`src/rtl/lcdi_pkg.sv`:
```
// Shared types and constants for the LCD power-on initialiser.
package lcdi_pkg;

    typedef enum logic [3:0] {
        ST_IDLE,
        ST_PARK,
        ST_NIB_A,
        ST_NIB_B,
        ST_NIB_C,
        ST_SETTLE,
        ST_POLL_FN,
        ST_CMD_FN,
        ST_POLL_ON,
        ST_CMD_ON,
        ST_DONE
    } seq_state_t;

    localparam logic [3:0] NIB_BUS4   = 4'h2;
    localparam logic [3:0] NIB_FN_HI  = 4'h2;
    localparam logic [3:0] NIB_FN_LO  = 4'h8;
    localparam logic [7:0] CMD_FN_SET = 8'h28;
    localparam logic [7:0] CMD_DISP_ON = 8'h0C;
    localparam int         BUSY_BIT   = 7;
    localparam int         BYTE_REQ_W = 9;   // {read flag, data byte}

endpackage

```
`src/rtl/lcdi_wait_timer.sv`:
```
// Countdown delay timer.
// Loads a cycle count and decrements it to zero; expired is high at zero.
// Assumes the user loads it when entering a wait and watches expired.
module lcdi_wait_timer #(
    parameter int CW = 8
) (
    input  logic          clk,
    input  logic          rst_n,
    input  logic          load,
    input  logic [CW-1:0] load_val,
    output logic          expired
);
    logic [CW-1:0] cnt;

    // Load has priority; otherwise count down and hold at zero.
    always_ff @(posedge clk) begin
        if (!rst_n)
            cnt <= '0;
        else if (load)
            cnt <= load_val;
        else if (cnt != '0)
            cnt <= cnt - 1'b1;
    end

    assign expired = (cnt == '0);
endmodule

```
`src/rtl/lcdi_req_hold.sv`:
```
// Request holding register for one engine port.
// Raises req with a payload on launch and keeps both until an edge sees ack.
// Assumes the launcher never launches while req is already high.
module lcdi_req_hold #(
    parameter int W = 4
) (
    input  logic         clk,
    input  logic         rst_n,
    input  logic         flush,
    input  logic         launch,
    input  logic [W-1:0] launch_data,
    input  logic         ack,
    output logic         req,
    output logic [W-1:0] data
);
    // Request flag: set by launch, cleared by ack or flush.
    always_ff @(posedge clk) begin
        if (!rst_n || flush)
            req <= 1'b0;
        else if (launch)
            req <= 1'b1;
        else if (req && ack)
            req <= 1'b0;
    end

    // Payload: captured on launch, cleared by reset or flush.
    always_ff @(posedge clk) begin
        if (!rst_n || flush)
            data <= '0;
        else if (launch)
            data <= launch_data;
    end
endmodule

```
`src/rtl/lcdi_seq_fsm.sv`:
```
// Power-up sequencer for a 4-bit character LCD.
// Walks park/wait, three raw nibbles, settle wait, then busy-polled
// function-set and display-on commands. Every request state launches
// only while its port is idle, which gives one idle cycle after each ack.
// Assumes eng_ack is meaningful only while the matching request is high.
module lcdi_seq_fsm
    import lcdi_pkg::*;
#(
    parameter int CW           = 8,
    parameter int PWR_WAIT_CYC = 100,
    parameter int SETTLE_CYC   = 10
) (
    input  logic                  clk,
    input  logic                  rst_n,
    input  logic                  start,
    input  logic                  tmr_expired,
    output logic                  tmr_load,
    output logic [CW-1:0]         tmr_val,
    input  logic                  nib_req,
    input  logic                  byte_req,
    input  logic                  eng_ack,
    input  logic                  status_busy,
    output logic                  flush,
    output logic                  nib_launch,
    output logic [3:0]            nib_launch_val,
    output logic                  byte_launch,
    output logic [BYTE_REQ_W-1:0] byte_launch_val,
    output logic                  park,
    output logic                  done
);
    localparam logic [CW-1:0] PWR_LOAD    = CW'(PWR_WAIT_CYC);
    localparam logic [CW-1:0] SETTLE_LOAD = CW'(SETTLE_CYC);
    localparam logic [BYTE_REQ_W-1:0] POLL_WORD = {1'b1, 8'h00};

    seq_state_t st, st_nxt;
    logic nib_xfer, byte_xfer;

    assign nib_xfer  = nib_req && eng_ack;
    assign byte_xfer = byte_req && eng_ack;

    // State register.
    always_ff @(posedge clk) begin
        if (!rst_n)
            st <= ST_IDLE;
        else
            st <= st_nxt;
    end

    // Next state, timer loads and request launches.
    always_comb begin
        st_nxt          = st;
        tmr_load        = 1'b0;
        tmr_val         = PWR_LOAD;
        nib_launch      = 1'b0;
        nib_launch_val  = '0;
        byte_launch     = 1'b0;
        byte_launch_val = '0;
        flush           = start;
        if (start) begin
            st_nxt   = ST_PARK;
            tmr_load = 1'b1;
            tmr_val  = PWR_LOAD;
        end else begin
            unique case (st)
                ST_IDLE: st_nxt = ST_IDLE;
                ST_PARK: if (tmr_expired) st_nxt = ST_NIB_A;
                ST_NIB_A: begin
                    if (nib_xfer) st_nxt = ST_NIB_B;
                    else if (!nib_req) begin
                        nib_launch     = 1'b1;
                        nib_launch_val = NIB_BUS4;
                    end
                end
                ST_NIB_B: begin
                    if (nib_xfer) st_nxt = ST_NIB_C;
                    else if (!nib_req) begin
                        nib_launch     = 1'b1;
                        nib_launch_val = NIB_FN_HI;
                    end
                end
                ST_NIB_C: begin
                    if (nib_xfer) begin
                        st_nxt   = ST_SETTLE;
                        tmr_load = 1'b1;
                        tmr_val  = SETTLE_LOAD;
                    end else if (!nib_req) begin
                        nib_launch     = 1'b1;
                        nib_launch_val = NIB_FN_LO;
                    end
                end
                ST_SETTLE: if (tmr_expired) st_nxt = ST_POLL_FN;
                ST_POLL_FN: begin
                    if (byte_xfer) begin
                        if (!status_busy) st_nxt = ST_CMD_FN;
                    end else if (!byte_req) begin
                        byte_launch     = 1'b1;
                        byte_launch_val = POLL_WORD;
                    end
                end
                ST_CMD_FN: begin
                    if (byte_xfer) st_nxt = ST_POLL_ON;
                    else if (!byte_req) begin
                        byte_launch     = 1'b1;
                        byte_launch_val = {1'b0, CMD_FN_SET};
                    end
                end
                ST_POLL_ON: begin
                    if (byte_xfer) begin
                        if (!status_busy) st_nxt = ST_CMD_ON;
                    end else if (!byte_req) begin
                        byte_launch     = 1'b1;
                        byte_launch_val = POLL_WORD;
                    end
                end
                ST_CMD_ON: begin
                    if (byte_xfer) st_nxt = ST_DONE;
                    else if (!byte_req) begin
                        byte_launch     = 1'b1;
                        byte_launch_val = {1'b0, CMD_DISP_ON};
                    end
                end
                ST_DONE: st_nxt = ST_DONE;
                default: st_nxt = ST_IDLE;
            endcase
        end
    end

    assign park = (st == ST_PARK);
    assign done = (st == ST_DONE);
endmodule

```
`src/rtl/lcd_power_on_init.sv`:
```
// Top of the LCD power-on initialiser.
// Joins the sequencer, the delay timer and one request register per engine
// port. Assumes a bus engine that performs nibble and byte transfers and
// pulses eng_ack once per accepted request.
module lcd_power_on_init
    import lcdi_pkg::*;
#(
    parameter int PWR_WAIT_CYC = 1_600_000,  // 32 ms at 50 MHz
    parameter int SETTLE_CYC   = 2_000       // 40 us at 50 MHz
) (
    input  logic       clk,
    input  logic       rst_n,
    input  logic       start,
    output logic       done,
    output logic       bus_park,
    output logic       nib_req,
    output logic [3:0] nib_val,
    output logic       byte_req,
    output logic       byte_rd,
    output logic [7:0] byte_wdata,
    input  logic       eng_ack,
    input  logic [7:0] eng_rdata
);
    localparam int MAX_WAIT = (PWR_WAIT_CYC > SETTLE_CYC) ? PWR_WAIT_CYC : SETTLE_CYC;
    localparam int CW       = $clog2(MAX_WAIT + 1);

    logic                  tmr_load, tmr_expired, flush;
    logic [CW-1:0]         tmr_val;
    logic                  nib_launch, byte_launch;
    logic [3:0]            nib_launch_val;
    logic [BYTE_REQ_W-1:0] byte_launch_val, byte_word;
    logic                  unused_status_bits;

    assign unused_status_bits = ^eng_rdata[BUSY_BIT-1:0];

    lcdi_seq_fsm #(
        .CW(CW), .PWR_WAIT_CYC(PWR_WAIT_CYC), .SETTLE_CYC(SETTLE_CYC)
    ) u_fsm (
        .clk(clk), .rst_n(rst_n), .start(start),
        .tmr_expired(tmr_expired), .tmr_load(tmr_load), .tmr_val(tmr_val),
        .nib_req(nib_req), .byte_req(byte_req), .eng_ack(eng_ack),
        .status_busy(eng_rdata[BUSY_BIT]), .flush(flush),
        .nib_launch(nib_launch), .nib_launch_val(nib_launch_val),
        .byte_launch(byte_launch), .byte_launch_val(byte_launch_val),
        .park(bus_park), .done(done)
    );

    lcdi_wait_timer #(.CW(CW)) u_timer (
        .clk(clk), .rst_n(rst_n), .load(tmr_load), .load_val(tmr_val),
        .expired(tmr_expired)
    );

    lcdi_req_hold #(.W(4)) u_nib_port (
        .clk(clk), .rst_n(rst_n), .flush(flush), .launch(nib_launch),
        .launch_data(nib_launch_val), .ack(eng_ack),
        .req(nib_req), .data(nib_val)
    );

    lcdi_req_hold #(.W(BYTE_REQ_W)) u_byte_port (
        .clk(clk), .rst_n(rst_n), .flush(flush), .launch(byte_launch),
        .launch_data(byte_launch_val), .ack(eng_ack),
        .req(byte_req), .data(byte_word)
    );

    assign byte_rd    = byte_word[BYTE_REQ_W-1];
    assign byte_wdata = byte_word[7:0];
endmodule

```
`config.mk`:
```
export PLATFORM = sky130hd
export DESIGN_NAME = lcd_power_on_init
export DESIGN_NICKNAME = d
export VERILOG_FILES = /design/src/rtl/lcdi_pkg.sv /design/src/rtl/lcdi_wait_timer.sv /design/src/rtl/lcdi_req_hold.sv /design/src/rtl/lcdi_seq_fsm.sv /design/src/rtl/lcd_power_on_init.sv
export SDC_FILE = /design/constraint.sdc
export NUM_CORES = 1
export LEC_CHECK = 0
export ABC_AREA = 0
export BUFFER_PORTS_ARGS = -buffer_cell sky130_fd_sc_hd__buf_2
export CAP_MARGIN = 20
export CORE_ASPECT_RATIO = 1.1
export CORE_UTILIZATION = 43
export DETAILED_ROUTE_END_ITERATION = 7
export PLACE_DENSITY = 0.7
export SLEW_MARGIN = 10
export SYNTH_ARGS = -nofsm -noshare
export SYNTH_HDL_FRONTEND = slang
export SYNTH_SLANG_ARGS = --single-unit
```
`constraint.sdc`:
```
create_clock -name clk -period 3.29 [get_ports clk]
set_input_delay 0.658 -clock clk [delete_from_list [all_inputs] [get_ports clk]]
set_output_delay 0.658 -clock clk [all_outputs]
set_load 0.02 [all_outputs]
```
### After elaboration in Yosys (flattened, before gate mapping)

Cells that the tools add are included.

| word-level totals | value |
|---|---|
| flip-flop bits (word level) | 40 |
| output and inout bits | 17 |
| logic and storage cells | 104 |
| input port bits | 12 |

| operators by class | value |
|---|---|
| mux-type cells | 47 |
| add/sub/neg operators | 1 |
| bitwise gates (word level) | 1 |
| equal/unequal tests | 32 |
| reduce and logical (&&, ||, !) cells | 16 |

Operators by type and width:

| cell | number |
|---|---|
| $mux 21 | 5 |
| $mux 4 | 15 |
| $mux 9 | 5 |
| $pmux 4 s10 | 1 |
| $pmux 9 s3 | 1 |
| $ne 3x2->1 const B | 8 |
| $reduce_and 11->1 | 2 |
| $logic_not 21->1 | 1 |
| $reduce_bool 21->1 | 1 |
| $sub 21x1->21 const B | 1 |
| $eq 4x3->1 const B | 4 |
| $mux 1 | 16 |
| $ne 2x1->1 const B | 8 |
| $eq 4x4->1 const B | 3 |
| $ne 3x3->1 const B | 3 |
| $eq 4x2->1 const B | 2 |
| $pmux 4 s2 | 1 |
| $mux 6 | 1 |
| $ne 2x2->1 const B | 3 |
| $reduce_bool 2->1 | 3 |
| $reduce_or 2->1 | 3 |
| $eq 4x1->1 const B | 1 |
| $mux 2 | 2 |
| $reduce_or 4->1 | 1 |
| 5 further kinds | 6 |

### Longest topological paths before layout

| depth | value |
|---|---|
| depth after elaboration | 5 |
| mapped depth | 7 |
| mapped depth without buffers | 7 |

### By module

A second synthesis with hierarchy kept.

| unflattened totals | value |
|---|---|
| cell total of the unflattened synthesis | 283 |
| area, all modules | 2356.0 um2 |

Modules (own cells, without submodules):

| module | area an instance (um2) | instances | sequential area each (um2) | cells each |
|---|---|---|---|---|
| lcdi_wait_timer | 1167.4 | 1 | 420.4 | 140 |
| lcdi_seq_fsm | 635.6 | 1 | 80.1 | 91 |
| lcdi_req_hold at u_byte_port | 365.4 | 1 | 200.2 | 34 |
| lcdi_req_hold at u_nib_port | 187.7 | 1 | 100.1 | 18 |

### Worst setup path after synthesis

No wires, ideal clock.

| path | value |
|---|---|
| path kind | flip-flop to output port |
| from | register u_fsm.st[0] |
| to | output port bus_park |
| arrival time | 1493 ps |
| cell stages (with the launch flop) | 4 |
| setup slack | 1139 ps |
| buffers on the path | 1 |
| required time | 2632 ps |
| cell sequence | dfxtp_1 > clkbuf_1 > inv_1 > nor4_1 |

| between the ends | value |
|---|---|
| longest elaborated chain between the ends | 1 |

RTL lines:

| element | RTL line | RTL |
|---|---|---|
| from (decl) | lcdi_seq_fsm.sv:35 | `seq_state_t st, st_nxt;` |
| from (signal assigned) | lcdi_seq_fsm.sv:46 | `st <= st_nxt;` |
| $eq 4x1->1 | lcdi_seq_fsm.sv:128 | `assign park = (st == ST_PARK);` |
| to (decl) | lcd_power_on_init.sv:15 | `output logic bus_park,` |

No other way between the ends.

### Worst setup path after layout

Same ends and word-level chain as after synthesis.

==> summary.txt <==
Status
  – Run status: finished, final reports clean

Synth
  – Yosys Warn Count: 0
  – EDFF count, synth: 0
  – Number of library cell types mapped by synthesis: 57
  – Post-synthesis cell type with the largest combined area: sky130_fd_sc_hd__dfxtp_1
  – Portion of the post-synthesis area used by sequential elements: 35.0%
  – Most used flip-flop cell after synthesis: sky130_fd_sc_hd__dfxtp_1
  – Area share of the largest cell type after synthesis: 35.0%
  – Netlist area before placement: 1890 µm²
  – Most area-consuming cells after synthesis: sky130_fd_sc_hd__dfxtp_1 35%, sky130_fd_sc_hd__nor2_1 4.2%, sky130_fd_sc_hd__a21oi_1 4.0%
  – Number of synthesized register bits: 33
  – Proportion of synthesized flip-flops having asynchronous set or reset: 0%
  – Synthesized area divided by synthesized cell count: between 8 and 9 µm²
  – Cell count after synthesis: roughly 230

Placement
  – DP HPWL: 2790 µm
  – Buffers on Ports: 14
  – Global placement routability congestion: 0.805
  – Placed Instances: between 200 and 300

Global routing
  – Global routing usage summed across all routing layers: 18.2%
  – Global-route wire length before repair: 6530 µm
  – Grt total ovfl: 0
  – Initial antenna violation count: 0
  – Via count of the first global-routing pass: 1391
  – Pin count of the biggest net entering global routing: 21

Pwr
  – Logic pwr share: approximately a fifth
  – Part of the power in the clock network: 31.8%
  – Share of total power in sequential cells: 47.8%
  – Worst IR Drop VDD: approximately 0.00022 V
  – Leak Pwr: between 0.7 and 0.8 nW
  – PD cells: 483 nW/µm²
  – Switching share of total power: 30.9%
  – Net switching power: 0.000301 W
  – Internal cell power: 0.000674 W

Detailed routing
  – Number of detailed-route iterations in the first pass: 4
  – Initial drt markers: 84
  – Number of nets with antenna violations after detailed routing: 0
  – Detail-routed via count per cell: 5.74
  – Per-cell routed wire length: 13.9 µm
  – Total via count after detailed routing: 1641
  – Final wirelength: 3980 µm
  – Remaining DRCs: 0

Setup path
  – Largest driver fanout on the critical path: 14
  – Cell class contributing the biggest share of worst-path delay: flip-flops
  – Biggest cell delay along the critical path: 0.63 ns
  – CP endpoint kind: output pin
  – Critical path arrival: 1.60 ns
  – Cell Chain, Critical Path: inv_1, nor4_1, buf_2
  – Type of the worst setup path: reg2out
  – Critical-path cell with the highest stage delay: sky130_fd_sc_hd__dfxtp_1
  – Startpoint type of the worst setup path: register
  – Buf+Inv Stages, Crit Path: 2
  – Required arrival time at the worst endpoint: 2.63 ns

CTS
  – Inserted Clock Buffers: 5
  – Clock network latency to the later pin of the worst-skew pair: 0.29 ns
  – Clock input transition at the sequential cells of the worst setup and hold paths: 0.07 ns
  – CTS root buf: sky130_fd_sc_hd__clkbuf_8
  – Post_cts resized: 0
  – Number of post-CTS setup repair buffers: 0
  – Number of sinks handled by clock tree synthesis: 33
  – Clock tree from TritonCTS: built
  – Cts-stage hold buffer count: 0
  – Largest buffer count on any clock path: 2
  – Total number of H-tree levels: 2

Timing
  – Worst slew margin relative to its limit: 52.4%
  – Final TNS setup: 0 ns
  – Final count of pins violating max slew: 0
  – Final Setup Violations: 0
  – Number of hold-slack violations in the final timing report: 0
  – Setup repair after global routing missed its margin: no
  – Actual transition at the worst max-transition pin: between 0.7 and 0.8 ns
  – Min Clock Period, post-route: 2.25 ns
  – Final worst path period share: about two thirds
  – Highest achievable clock rate: 444 MHz
  – Clock skew after layout: about 0.0067 ns

Job
  – Max capacitance violation total: 0

Finish
  – Fin nets: between 200 and 250
  – Layout-stage area growth over the synthesis result: 6.90%
  – Proportion of layout cells with a drive suffix above 1: between 10 and 15%
  – Post-route non-filler standard cell count: 286
  – Commonest non-fill, non-tap cell in the layout: sky130_fd_sc_hd__dfxtp_1
  – Most frequent cells in the layout: 33 x sky130_fd_sc_hd__dfxtp_1, 21 x sky130_fd_sc_hd__nor2_1, 19 x sky130_fd_sc_hd__nand2_1, 15 x sky130_fd_sc_hd__a21oi_1, 14 x sky130_fd_sc_hd__buf_2
  – Number of filler cells placed in the layout: 417
  – Count of inserted antenna diode cells: 0

Hold path
  – Class of the most critical hold timing path: reg2reg

Floorplan
  – Io pins: 29
  – Core Region: between 4000 and 5000 µm²
  – Die area: 4660 µm²
  – Number of cell rows: 24
  – Die height: approximately 71 µm
  – Die W: 65.2 µm
  – Initial cell density of the core: 46.2%
-- cells in the mapped netlist (3+ instances only) --
master                     number
sky130_fd_sc_hd__dfxtp_1       33
sky130_fd_sc_hd__nor2_1        21
sky130_fd_sc_hd__nand2_1       19
sky130_fd_sc_hd__a21oi_1       15
sky130_fd_sc_hd__o21ai_0       12
sky130_fd_sc_hd__clkbuf_1       9
sky130_fd_sc_hd__nand3_1        9
sky130_fd_sc_hd__buf_4          8
sky130_fd_sc_hd__xor2_1         8
sky130_fd_sc_hd__nor4_1         6
sky130_fd_sc_hd__mux2i_1        5
sky130_fd_sc_hd__nor3_1         5
sky130_fd_sc_hd__buf_2          4
sky130_fd_sc_hd__inv_1          4
sky130_fd_sc_hd__nand2b_1       4
sky130_fd_sc_hd__nand3b_1       4
sky130_fd_sc_hd__or3_1          4
sky130_fd_sc_hd__or4_1          4
sky130_fd_sc_hd__a31oi_1        3
sky130_fd_sc_hd__nand4_1        3
sky130_fd_sc_hd__nor2b_1        3
sky130_fd_sc_hd__or2_2          3
-- worst reg2reg max path: stages (launching register included) --
cell	delay, ns
sky130_fd_sc_hd__dfxtp_1	0.66
sky130_fd_sc_hd__or3b_2	0.25
sky130_fd_sc_hd__o21ai_0	0.12
sky130_fd_sc_hd__o2bb2ai_1	0.25
sky130_fd_sc_hd__or4b_2	0.66
sky130_fd_sc_hd__a31oi_1	0.17
-- power by group through the flow --
| stage | logic [W] | clock network, W | registers, W |
|---|---|---|---|
| 2_1_floorplan | 0.000182 | 0 | 0.000459 |
| 3_3_place_gp | 0.000197 | 0 | 0.000473 |
| 3_5_place_dp | 0.000199 | 0 | 0.000474 |
| 4_1_cts | 0.000200 | 0.000315 | 0.000465 |
| 5_1_grt | 0.000222 | 0.000328 | 0.000470 |
| 6_report | 0.000199 | 0.000310 | 0.000466 |
-- registers in the layout (all words and copies together), names as in the netlist --
register	count
u_timer.cnt	21
u_byte_port.data	4
u_fsm.st	4
u_nib_port.data	2
u_byte_port.req	1
u_nib_port.req	1
-- path summary, 6_finish.rpt --
path	cells after the start	end	from	slack, ns
max	3	bus_park	u_fsm.st[0]$_SDFFE_PN0P_	1.04
min	2	u_nib_port.data[3]$_SDFFE_PP0P_	u_nib_port.data[3]$_SDFFE_PP0P_	0.47
max reg2reg	5	u_fsm.st[2]$_SDFFE_PP0P_	u_fsm.st[1]$_SDFFE_PP0P_	1.11
min reg2reg	2	u_nib_port.data[3]$_SDFFE_PP0P_	u_nib_port.data[3]$_SDFFE_PP0P_	0.47
-- layer usage --
metal / global-route usage [%] / part of all wire (%)
met3: 4.94 / 3.6
met4: 6.76 / 1.4
met2: 29.2 / 47
met1: 23.1 / 48
met5: 0 / 0
-- through the flow --
step	cell area, µm²	total power (W)	setup WS (ns)	utilization (%)	hold WS (ns)
after detailed placement	1930	0.000673	1.12	47.3	0.459
after global placement	1930	0.000670	1.13	47.3	0.451
final	2020	0.000975	1.04	49.4	0.467
after floorplan	1910	0.000641	1.14	-	0.444
after global routing	2020	0.00102	0.938	49.4	0.502
after CTS	2020	0.000981	1.01	49.4	0.469
-- logic make-up (layout without fill, tap and decap cells) --
family | count (synthesis) | count (layout) | synth area share [%]
compound gates | 50 | 50 | 17.1
other cells | 1 | 7 | 0.199
buf+inv | 25 | 25 | 6.83
flops | 33 | 33 | 35.0
simple gates | 102 | 102 | 32.1
mux | 6 | 6 | 3.25
xor+xnor | 9 | 9 | 4.18
fa+ha+maj | 2 | 2 | 1.33
-- area by class of cell --
cell class                 instances  area, µm²  share of cell area (%)
multi-input combinational        176       1120                    55.5
inverter                           4       15.0                   0.744
sequential                        33        661                    32.8
tap                               52       65.1                    3.23
clock buffer                       7       86.3                    4.28
timing repair buffer              14       70.1                    3.47
No activity file was read; power rests on OpenSTA's default activity.
